`src/rtl/frac_div_pkg.sv`:
```
package frac_div_pkg;
  typedef enum logic [1:0] {
    ST_IDLE = 2'd0,
    ST_RUN  = 2'd1,
    ST_FIN  = 2'd2
  } fd_state_e;
endpackage

```
`src/rtl/fd_operand_prep.sv`:
```
module fd_operand_prep #(
  parameter int DVD_W = 71,
  parameter int DVS_W = 36
) (
  input  logic [DVD_W-1:0] dividend,
  input  logic [DVS_W-1:0] divisor,
  output logic [DVD_W-1:0] dvd_mag,
  output logic [DVS_W-1:0] dvs_mag,
  output logic             dvd_neg,
  output logic             quo_neg,
  output logic             bad_op
);
  localparam int LO_W = DVD_W - DVS_W;

  logic [DVS_W-1:0] upper;

  always_comb begin
    dvd_neg = dividend[DVD_W-1];
    quo_neg = dividend[DVD_W-1] ^ divisor[DVS_W-1];
    // two's complement magnitude; the most negative code maps to 1.0
    dvd_mag = dvd_neg ? (~dividend + 1'b1) : dividend;
    dvs_mag = divisor[DVS_W-1] ? (~divisor + 1'b1) : divisor;
    upper   = dvd_mag[DVD_W-1:LO_W];
    bad_op  = (dvs_mag == '0) || (upper >= dvs_mag);
  end
endmodule

```
`src/rtl/fd_step.sv`:
```
module fd_step #(
  parameter int W = 36
) (
  input  logic [W-1:0] part,
  input  logic         in_bit,
  input  logic [W-1:0] dvs,
  output logic [W-1:0] part_nxt,
  output logic         q_bit
);
  logic [W:0] shifted;
  logic [W:0] trial;

  always_comb begin
    shifted  = {part, in_bit};
    trial    = shifted - {1'b0, dvs};
    q_bit    = (shifted >= {1'b0, dvs});
    part_nxt = q_bit ? trial[W-1:0] : shifted[W-1:0];
  end
endmodule

```
`src/rtl/fd_sign_fix.sv`:
```
module fd_sign_fix #(
  parameter int W = 36
) (
  input  logic [W-1:0] q_mag,
  input  logic [W-1:0] r_mag,
  input  logic         q_neg,
  input  logic         r_neg,
  output logic [W-1:0] q_out,
  output logic [W-1:0] r_out
);
  always_comb begin
    q_out = q_neg ? (~q_mag + 1'b1) : q_mag;
    if (r_neg && (r_mag != '0)) r_out = ~r_mag + 1'b1;
    else                        r_out = r_mag;
  end
endmodule

```
`src/rtl/frac_divider.sv`:
```
module frac_divider #(
  parameter int DVD_W = 71,
  parameter int DVS_W = 36
) (
  input  logic             clk,
  input  logic             rst,
  input  logic             start,
  input  logic [DVD_W-1:0] dividend,
  input  logic [DVS_W-1:0] divisor,
  output logic             busy,
  output logic             done,
  output logic [DVS_W-1:0] quotient,
  output logic [DVS_W-1:0] remainder,
  output logic             div_check
);
  import frac_div_pkg::*;

  localparam int FRAC_W = DVS_W - 1;
  localparam int LO_W   = DVD_W - DVS_W;
  localparam int CNT_W  = (FRAC_W > 1) ? $clog2(FRAC_W) : 1;

  fd_state_e        state;
  logic [CNT_W-1:0] cnt;
  logic [DVS_W-1:0] part_r, quo_r, dvs_r;
  logic [LO_W-1:0]  low_r;
  logic             qneg_r, rneg_r, bad_r;

  logic [DVD_W-1:0] dvd_mag;
  logic [DVS_W-1:0] dvs_mag, part_nxt, q_fix, r_fix;
  logic             dvd_neg, quo_neg, bad_op, q_bit;

  fd_operand_prep #(.DVD_W(DVD_W), .DVS_W(DVS_W)) u_prep (
    .dividend(dividend), .divisor(divisor), .dvd_mag(dvd_mag),
    .dvs_mag(dvs_mag), .dvd_neg(dvd_neg), .quo_neg(quo_neg), .bad_op(bad_op)
  );

  fd_step #(.W(DVS_W)) u_step (
    .part(part_r), .in_bit(low_r[LO_W-1]), .dvs(dvs_r),
    .part_nxt(part_nxt), .q_bit(q_bit)
  );

  fd_sign_fix #(.W(DVS_W)) u_fix (
    .q_mag(quo_r), .r_mag(part_r), .q_neg(qneg_r), .r_neg(rneg_r),
    .q_out(q_fix), .r_out(r_fix)
  );

  always_ff @(posedge clk) begin
    if (rst) begin
      state     <= ST_IDLE;
      cnt       <= '0;
      part_r    <= '0;
      quo_r     <= '0;
      dvs_r     <= '0;
      low_r     <= '0;
      qneg_r    <= 1'b0;
      rneg_r    <= 1'b0;
      bad_r     <= 1'b0;
      busy      <= 1'b0;
      done      <= 1'b0;
      quotient  <= '0;
      remainder <= '0;
      div_check <= 1'b0;
    end else begin
      done <= 1'b0;
      case (state)
        ST_IDLE: begin
          if (start) begin
            part_r <= dvd_mag[DVD_W-1:LO_W];
            low_r  <= dvd_mag[LO_W-1:0];
            dvs_r  <= dvs_mag;
            quo_r  <= '0;
            qneg_r <= quo_neg;
            rneg_r <= dvd_neg;
            bad_r  <= bad_op;
            cnt    <= '0;
            busy   <= 1'b1;
            state  <= bad_op ? ST_FIN : ST_RUN;
          end
        end
        ST_RUN: begin
          part_r <= part_nxt;
          quo_r  <= {quo_r[DVS_W-2:0], q_bit};
          low_r  <= low_r << 1;
          cnt    <= cnt + 1'b1;
          if (cnt == CNT_W'(FRAC_W - 1)) state <= ST_FIN;
        end
        ST_FIN: begin
          done  <= 1'b1;
          busy  <= 1'b0;
          state <= ST_IDLE;
          if (bad_r) begin
            div_check <= 1'b1;
          end else begin
            div_check <= 1'b0;
            quotient  <= q_fix;
            remainder <= r_fix;
          end
        end
        default: state <= ST_IDLE;
      endcase
    end
  end
endmodule

```
`config.mk`:
```
export PLATFORM = sky130hd
export DESIGN_NAME = frac_divider
export DESIGN_NICKNAME = d
export VERILOG_FILES = /design/src/rtl/frac_div_pkg.sv /design/src/rtl/fd_operand_prep.sv /design/src/rtl/fd_step.sv /design/src/rtl/fd_sign_fix.sv /design/src/rtl/frac_divider.sv
export SDC_FILE = /design/constraint.sdc
export NUM_CORES = 1
export LEC_CHECK = 0
export BUFFER_PORTS_ARGS = -buffer_cell sky130_fd_sc_hd__buf_4
export CELL_PAD_IN_SITES_DETAIL_PLACEMENT = 2
export CELL_PAD_IN_SITES_GLOBAL_PLACEMENT = 2
export CORE_ASPECT_RATIO = 1.25
export CORE_MARGIN = 3
export CORE_UTILIZATION = 38
export CTS_CLUSTER_SIZE = 8
export DETAILED_ROUTE_END_ITERATION = 10
export PLACE_DENSITY_LB_ADDON = 0.1
export RECOVER_POWER = 50
export REMOVE_ABC_BUFFERS = 1
export SLEW_MARGIN = 10
export SYNTH_ARGS = -nofsm -noshare
export SYNTH_HDL_FRONTEND = slang
export SYNTH_SLANG_ARGS = --single-unit
export TNS_END_PERCENT = 5
```
`constraint.sdc`:
```
create_clock -name clk -period 9.5 [get_ports clk]
set_input_delay 0.95 -clock clk [delete_from_list [all_inputs] [get_ports clk]]
set_output_delay 0.95 -clock clk [all_outputs]
set_load 0.05 [all_outputs]
```
### After elaboration in Yosys (flattened, before gate mapping)

Cells that the tools add are included.

* word-level logic and storage cells: 66
* flip-flop bits (word level): 229

* order comparisons: 2
* equality and inequality tests: 5
* $add $sub $neg: 6
* bitwise gates (word level): 6
* multiplexer cells: 21
* reductions and logical operators: 12

Operators with widths (number)
* 36-bit 2-to-1 mux: 6
* 36-bit case mux with 2 select lines: 2
* 36-bit by 1-bit adder with 36-bit output, second input constant: 3
* 36-bit inverter: 3
* 71-bit by 1-bit adder with 71-bit output, second input constant: 1
* 71-bit 2-to-1 mux: 1
* 71-bit inverter: 1
* 35-bit case mux with 2 select lines: 1
* 37-bit by 36-bit greater-or-equal comparator with 1-bit output: 1
* 36-bit greater-or-equal comparator: 1
* 36-bit logical NOT: 1
* 36-bit nonzero test: 1
* 36-bit subtractor: 1
* 35-bit 2-to-1 mux: 1
* 6-bit case mux with 2 select lines: 1
* 2-bit AND reduction: 5
* 6-bit by 1-bit adder with 6-bit output, second input constant: 1
* 6-bit == test, second input constant: 1
* 2-bit 2-to-1 mux: 3
* 6-bit 2-to-1 mux: 1
* 2-bit != test, second input constant: 2
* 2-bit case mux with 2 select lines: 1
* 2-bit nonzero test: 2
* 1-bit 2-to-1 mux: 3
* 8 further kinds: 8

### Depth between registers and ports, before layout

Gate-level depths: netlist of run 1.

* word-level depth: 8
* depth in mapped cells: 19
* depth with buffers taken out: 17

### Cells and area by module

From an unflattened synthesis of run 1, not the netlist that was laid out.

* cells, all modules: 2237
* area, all modules: 16547.1 um^2

Modules (own cells, without submodules)
* frac_divider: area each 8811.0 um^2, times used 1, sequential area each 4584.4 um^2, cells each 1100
* fd_operand_prep: area each 3453.3 um^2, times used 1, sequential area each 0.0 um^2, cells each 482
* fd_step: area each 2600.0 um^2, times used 1, sequential area each 0.0 um^2, cells each 413
* fd_sign_fix: area each 1682.9 um^2, times used 1, sequential area each 0.0 um^2, cells each 242

### Worst setup path after synthesis of run 1

Ideal clock, no wire load.

* path kind: in2reg
* start point: input port dividend[12]
* end point: register state[1]
* buffers on the path: 3
* cell stages on the path: 19
* slack: 4.426 ns
* data required time: 9.384 ns
* setup time: 0.116 ns
* arrival time: 4.957 ns
* path through: or4_4 or4_4 buf_6 or4_4 buf_6 or2_1 buf_6 o41ai_1 xnor2_1 ha_1 a21o_1 a21o_1 a21oi_1 o21ai_0 a21oi_1 o21ai_0 o21ai_0 nand4_1 and4_1

* longest elaborated chain between the ends: 8

RTL lines
* start: declaration: line frac_divider.sv:8 `input logic [DVD_W-1:0] dividend,`
* 71-bit inverter: line fd_operand_prep.sv:21 `dvd_mag = dvd_neg ? (~dividend + 1'b1) : dividend;`
* 71-bit by 1-bit adder with 71-bit output: line fd_operand_prep.sv:21
* 71-bit 2-to-1 mux: line fd_operand_prep.sv:21
* 36-bit greater-or-equal comparator: line fd_operand_prep.sv:24 `bad_op = (dvs_mag == '0) || (upper >= dvs_mag);`
* 1-bit logical OR: line fd_operand_prep.sv:24
* 2-bit 2-to-1 mux: line frac_divider.sv:77 `state <= bad_op ? ST_FIN : ST_RUN;`
* 2-bit 2-to-1 mux: line frac_divider.sv:67 `if (start) begin`
* 2-bit case mux with 2 select lines: line frac_divider.sv:65 `case (state)`
* end signal: assignment: line frac_divider.sv:77
* end: declaration: line frac_divider.sv:22 `fd_state_e state;`

No other way between the ends. The select of a mux whose other input is x is not followed.
A chain may end at the register's enable or synchronous reset.

==> results.ini, run 1 <==
[status]
status = finished with violations
violations = capacitance limit, slew limit

[place]
place_area_sq_um = 16900
gp_congestion = 0.910
hpwl_um = 45500
place_inst = 2508
io_buffers = 184

[critical_path]
required_ns = 9.84
cp-end-kind = register
cp_max_fo = 73
cp.arrival_ns = 5.74
worstSetupStartpointType = primary input
crit_type = in -> reg

[layout]
mostFrequentLayoutCells = 229 x dfxtp_1, 197 x nor2_1, 173 x nand2_1
antenna-diode-count = 0
drive_gt1_frac = 0.0935
area_growth_pct = 15.1
final_common_cell = dfxtp_1
finalNonFillerCells = 2551
post-route-cell-area_sq_um = 17600
nets = 2237

[global_route]
first_global_vias = 16600
grt_antenna_before_repair = 0
busiest_layer = met2
met1_usage = 0.327
grt_util_all_layers = 0.275
grt_max_degree = 88
grt-ovfl-total = 0
grt_pass1_wl_um = 93500
gr-usage-met2 = 0.497
grt_use_met3 = 0.0419

[synthesis]
syn_area_sq_um = 15300
syn_inst = 1940
synth_compound_area_frac = 0.261
yosysWarnings = 0
synthSimpleGateAreaFrac = 0.195
yosysSeqAreaShare = 0.300
ys_ff_latch = 229
synth_adder_area_share = 0.0661
avgSynthCellArea_sq_um = 7.87
synth_xor_area_frac = 0.113
ys.flop_type = dfxtp_1
synth_cell_type_count = 74
synth_edf_count = 0
synth_top_family_by_area = compound AO/OA/AOI/OAI gates
synth.mux.area_fraction = 0.0128
postSynth.asyncResetShare = 0

[power]
leakage_nw = 6.65
peakVddDrop_uv = 134
p_per_area_nw_per_um2 = 233

[clocking]
post_cts_resize_count = 0
post-cts-setup-buffers = 0
clockBufferDepth = 3
ctsHoldBuffers = 0
clk_pin_slew_worst_paths_ns = 0.04
cts_tree = yes
htreeDepth = 2
cts_root_buf = clkbuf_16
numClockSinks = 229
clk_latency_ns = 0.53
cts_buffers = 35

[detailed_routing]
viasPerCell = 6.07
vias = 15500
ant_nets = 0
drtIter0Drc = 794
drc = 0
wl_per_cell_um = 23.4
wl_um = 59800
dr.pass1.iters = 5

[timing]
final.min_clock_period_ns = 5.41
tightest_slew_ns = 3.15
rsz0062_at_grt = false
finalHoldViolations = 0
clock.fmax_mhz = 185
fin_skew_ns = 0.0245
min_period_over_period = 0.569
drv_slew = 253
setup_tns_ns = 0
slew_headroom = -1.10
setup-violations-final = 0

[flow_run]
max-cap-violations = 5

[floorplanning]
die-area_sq_um = 42600
initial_utilization = 0.387
pin_count = 185
die_w_um = 185
rows = 81
die_height_um = 230
fp.coreArea_sq_um = 39400

[min_path]
worstHoldPathType = reg -> reg

-- layout make-up --
class | instances | area, sq um
inverters | 69 | 259
repair buffers | 202 | 1220
well taps | 498 | 623
multi-input cells | 1510 | 9920
flip-flops and latches | 229 | 4580
clock inverters | 3 | 33.8
fillers | 4556 | 21900
clock buffers | 40 | 926
-- worst max-delay path: stages --
cell      delay, ns
clkbuf_1       1.30
clkbuf_1       1.67
nor2_4            0
clkbuf_1       1.21
nand2_1        0.37
o21ai_0        0.17
-- final timing paths --
path | startpoint | to | slack [ns] | cells past startpoint
worst min register to register | quotient[32] | quotient[32] | 0.45 | 2
worst max register to register | state[0] | bad_r | 4.90 | 5
worst min-delay path | quotient[32] | quotient[32] | 0.45 | 2
worst max-delay path | rst | remainder[15] | 4.09 | 6
-- cells by family (layout without fill, tap and decap cells) --
kind of cell	count (synthesis)	in the layout
and+or+nand+nor	624	624
buffers and inverters	201	314
xor gates and xnor gates	197	197
AOI/OAI and AO/OA	590	590
adders and majority gates	80	80
muxes	19	19
DFF	229	229
-- cell usage after synthesis (4+ instances only) --
master | count | area share
o41ai_1 | 34 | 0.020
nand2b_1 | 23 | 0.0094
nor2_1 | 201 | 0.049
nand3_1 | 41 | 0.013
xor2_1 | 109 | 0.063
a21oi_1 | 84 | 0.028
o31a_1 | 4 | 0.0023
nor3_1 | 30 | 0.0098
o21a_1 | 5 | 0.0025
o22ai_1 | 5 | 0.0020
mux2i_1 | 15 | 0.0098
clkbuf_1 | 110 | 0.027
inv_1 | 68 | 0.017
o21bai_1 | 4 | 0.0020
xnor2_1 | 88 | 0.050
or3_1 | 18 | 0.0074
o21ai_1 | 21 | 0.0069
dfxtp_1 | 229 | 0.30
and3_1 | 9 | 0.0037
ha_1 | 79 | 0.065
nor2b_1 | 12 | 0.0049
a221oi_1 | 9 | 0.0052
mux2_2 | 4 | 0.0030
buf_2 | 5 | 0.0016
nand3b_1 | 5 | 0.0025
a32oi_1 | 6 | 0.0034
a22oi_1 | 62 | 0.030
and4_1 | 5 | 0.0029
a222oi_1 | 35 | 0.023
a21o_1 | 21 | 0.010
nand4b_1 | 6 | 0.0034
o21ai_0 | 157 | 0.051
and2_1 | 4 | 0.0016
buf_1 | 14 | 0.0034
or2_2 | 10 | 0.0041
o211ai_1 | 8 | 0.0039
nor4_1 | 16 | 0.0066
or4_1 | 22 | 0.011
a31oi_1 | 11 | 0.0045
o31ai_1 | 52 | 0.026
nand4_1 | 31 | 0.013
a211oi_1 | 43 | 0.021
nand2_1 | 174 | 0.043
-- stage by stage --
stage	util	setup slack [ns]	hold slack, ns	total power, mW
floorplan	-	3.53	0.435	2.32
global placement	0.429	3.88	0.437	2.87
detailed placement	0.429	3.74	0.449	2.94
CTS	0.453	4.28	0.458	4.11
global route	0.445	3.49	0.472	4.34
finish	0.445	4.09	0.446	4.09
-- metal layers --
layer | wire, um | vias to the layer above | part of all wire
met5 | 0 | - | 0
met4 | 2110 | 0 | 0.035
met3 | 2740 | 101 | 0.046
met2 | 30100 | 395 | 0.50
met1 | 24900 | 7699 | 0.42
li1 | - | 7302 | -
-- state kept, by name, summed over array words and instances, names as in the netlist --
| register | cells |
|---|---|
| rneg_r | 1 |
| remainder | 36 |
| quotient | 36 |
| part_r | 36 |
| low_r | 35 |
| bad_r | 1 |
| qneg_r | 1 |
| quo_r | 36 |
| state | 2 |
| busy | 1 |
| cnt | 6 |
| done | 1 |
| dvs_r | 36 |
| div_check | 1 |
-- power breakdown --
group | switching [mW] | internal [mW] | leakage [nW]
logic | 1.15 | 0.619 | 4.32
clock network | 0.453 | 0.681 | 0.470
registers | 0.134 | 1.05 | 1.87
total | 1.73 | 2.35 | 6.65
No activity file was read; power rests on OpenSTA's default activity.
==> run 2: changes to the inputs <==
--- a/config.mk
+++ b/config.mk
@@ -10,7 +10,7 @@
 export CELL_PAD_IN_SITES_GLOBAL_PLACEMENT = 2
 export CORE_ASPECT_RATIO = 1.25
 export CORE_MARGIN = 3
-export CORE_UTILIZATION = 38
+export CORE_UTILIZATION = 32
 export CTS_CLUSTER_SIZE = 8
 export DETAILED_ROUTE_END_ITERATION = 10
 export PLACE_DENSITY_LB_ADDON = 0.1
==> constraint.sdc (replaced) <==
create_clock -name clk -period 4.81 [get_ports clk]
set_input_delay 0.481 -clock clk [delete_from_list [all_inputs] [get_ports clk]]
set_output_delay 0.481 -clock clk [all_outputs]
set_load 0.05 [all_outputs]
==> run 2 against run 1 <==
Effect of this change: first-iteration DRC count down 3.1%; die area up 18%; final area up 4.7%; sequential cell count unchanged; the run still ends with capacitance limit, slew limit left; hold slack worse by 0.21 ns; largest cell class unchanged; sequential power up 95%; non-clock buffer count up 84; utilization down 5.2 points; sequential share of layout area down 1.2 points; register-to-register slack worse by 4.1 ns; critical path depth up 12.
==> results.ini, run 2 (synthesis results as in run 1) <==
[critical_path]
path_cells = buf_4, or4_4, or4_4, or4_4, or2_1, o41ai_1, xnor2_1, ha_1, a21o_1, a21o_1, a21oi_1, o21ai_0, a21oi_1, o21ai_0, o21ai_0, buf_4, nand4_1, a21oi_1
cp_max_fo = 4  ; -95%
rrSetupSlack_ns = 0.78  ; -4.12 ns
cp.arrival_ns = 4.98  ; -0.76 ns
required_ns = 5.23  ; -4.61 ns
crit_type = in -> reg
worstSetupStartpointType = primary input
cp-end-kind = register
slowest_stage = or4_4
reg2reg_from = part_r[0]
rr_endpoint = part_r[32]
reg2reg_depth = 12  ; +7
max_stage_delay_ns = 0.54  ; -1.13 ns

[timing]
setup-violations-final = 0  ; unchanged
clock.fmax_mhz = 220
setup_tns_ns = 0  ; unchanged
tightest_slew_ns = 2.84  ; -0.306 ns
min_period_over_period = 0.946
rsz0062_at_grt = false
final.min_clock_period_ns = 4.55
fin_skew_ns = 0.0168  ; -0.00769 ns
drv_slew = 180  ; -29%
finalHoldViolations = 0  ; unchanged
slew_headroom = -0.895  ; +0.204

[layout]
post-route-cell-area_sq_um = 18400  ; +4.7%
drive_gt1_frac = 0.130  ; +0.0361
area_growth_pct = 20.4
nets = 2321  ; +3.8%
antenna-diode-count = 0  ; unchanged
mostFrequentLayoutCells = 229 x dfxtp_1, 205 x buf_4, 197 x nor2_1
final_common_cell = dfxtp_1

[min_path]
holdPathEnd = low_r[0]
hold_start = dividend[0]
worstHoldPathType = in -> reg
hold_path_depth = 3  ; +1

[place]
hpwl_um = 49100  ; +8.0%
place_area_sq_um = 17700  ; +4.8%
io_buffers = 184  ; unchanged
gp_congestion = 0.897  ; -1.4%

[detailed_routing]
viasPerCell = 5.62  ; -7.4%
dr.pass1.iters = 5  ; unchanged
drc = 0  ; unchanged
wl_per_cell_um = 22.6  ; -3.6%
vias = 15600  ; +0.39%
wl_um = 62600  ; +4.6%
drtIter0Drc = 769  ; -3.1%
ant_nets = 0  ; unchanged

[global_route]
first_global_vias = 16900  ; +1.8%
grt-ovfl-total = 0  ; unchanged
grt_antenna_before_repair = 0  ; unchanged
grt_util_all_layers = 0.239  ; -0.0356
grt_pass1_wl_um = 96500  ; +3.2%
grt_max_degree = 123  ; +40%

[clocking]
numClockSinks = 229  ; unchanged
cts_root_buf = clkbuf_16
htreeDepth = 2  ; unchanged
cts_buffers = 35  ; unchanged
clockBufferDepth = 3  ; unchanged
clk_latency_ns = 0.54  ; about the same
cts_tree = yes
post-cts-setup-buffers = 0  ; unchanged
clk_pin_slew_worst_paths_ns = 0.05  ; about the same
post_cts_resize_count = 0  ; unchanged
ctsHoldBuffers = 0  ; unchanged

[power]
leakage_nw = 7.05  ; +6.0%
switchingPower_mw = 3.39  ; +96%
p_comb_frac = 0.437  ; +0.005
peakVddDrop_uv = 223  ; +66%
seqPwrFrac = 0.285  ; -0.006
switching_share = 0.417  ; -0.00707
p_per_area_nw_per_um2 = 443  ; +90%
internal_power_mw = 4.74  ; +100%
clockPowerShare = 0.278  ; about the same

[status]
violations = capacitance limit, slew limit
status = finished with violations

[floorplanning]
die_height_um = 250  ; +8.7%
fp.coreArea_sq_um = 46700  ; +18%
rows = 88  ; +8.6%
die-area_sq_um = 50400  ; +18%
initial_utilization = 0.327  ; -0.0602
die_w_um = 201  ; +8.7%
pin_count = 185  ; unchanged

[flow_run]
max-cap-violations = 4  ; -1

==> run 2: cell count changes in the layout (fill, tap and decap cells not counted), sizes merged <==
cell / before / now
buf: 122 / 207
clkbuf: 120 / 119
clkinv: 3 / 2
clkinvlp: 0 / 1
==> run 2: final cells by class <==
| type | count | area, sq um |
|---|---|---|
| multi-input cells | 1510 | 9920 |
| inverters | 69 | 259 |
| clock inverters | 3 | 32.5 |
| flip-flops and latches | 229 | 4580 |
| well taps | 630 | 788 |
| repair buffers | 286 | 1860 |
| fillers | 5499 | 28300 |
| clock buffers | 40 | 936 |
==> run 2: metal layers <==
| layer | track usage | up-vias | share of wire |
|---|---|---|---|
| met2 | 0.457 | 298 | 0.52 |
| met5 | 0 | - | 0 |
| li1 | - | 7472 | - |
| met4 | 0.0748 | 0 | 0.029 |
| met1 | 0.275 | 7712 | 0.42 |
| met3 | 0.0311 | 76 | 0.034 |
==> run 2: worst max path at each step <==
| stage | slack, ns | startpoint | endpoint |
|---|---|---|---|
| 2_1_floorplan | -0.69 | start | part_r[33] |
| 3_3_place_gp | -0.09 | dividend[12] | state[1] |
| 3_5_place_dp | -0.27 | dividend[12] | bad_r |
| 4_1_cts | 0.25 | dividend[12] | state[0] |
| 5_1_grt | 0.03 | dividend[12] | state[0] |
| 6_report | 0.26 | dividend[12] | state[0] |
==> run 2: power groups by stage <==
stage	clock (mW)	sequential, mW	combinational [mW]
6_report	2.26	2.32	3.55
5_1_grt	2.41	2.34	3.92
4_1_cts	2.34	2.31	3.58
3_5_place_dp	0	2.35	3.56
3_3_place_gp	0	2.34	3.45
2_1_floorplan	0	2.33	2.25
==> run 2: worst max-delay path, delay by kind of cell <==
family                     cells  cell delay [ns]
buffers and inverters          2             0.26
xor gates and xnor gates       1             0.22
adders and majority gates      1             0.30
and+or+nand+nor                5             1.90
AOI/OAI and AO/OA              9             1.80
==> run 2: stage by stage <==
step | utilization | total power, mW | instances | worst slack [ns] | hold WS (ns)
floorplan | - | 4.58 | 1808 | -0.695 | 0.435
global placement | 0.380 | 5.78 | 2724 | -0.0924 | 0.437
detailed placement | 0.380 | 5.91 | 2724 | -0.267 | 0.445
CTS | 0.400 | 8.24 | 2767 | 0.248 | 0.217
global route | 0.394 | 8.67 | 2767 | 0.0336 | 0.271
finish | 0.394 | 8.13 | 2767 | 0.257 | 0.235
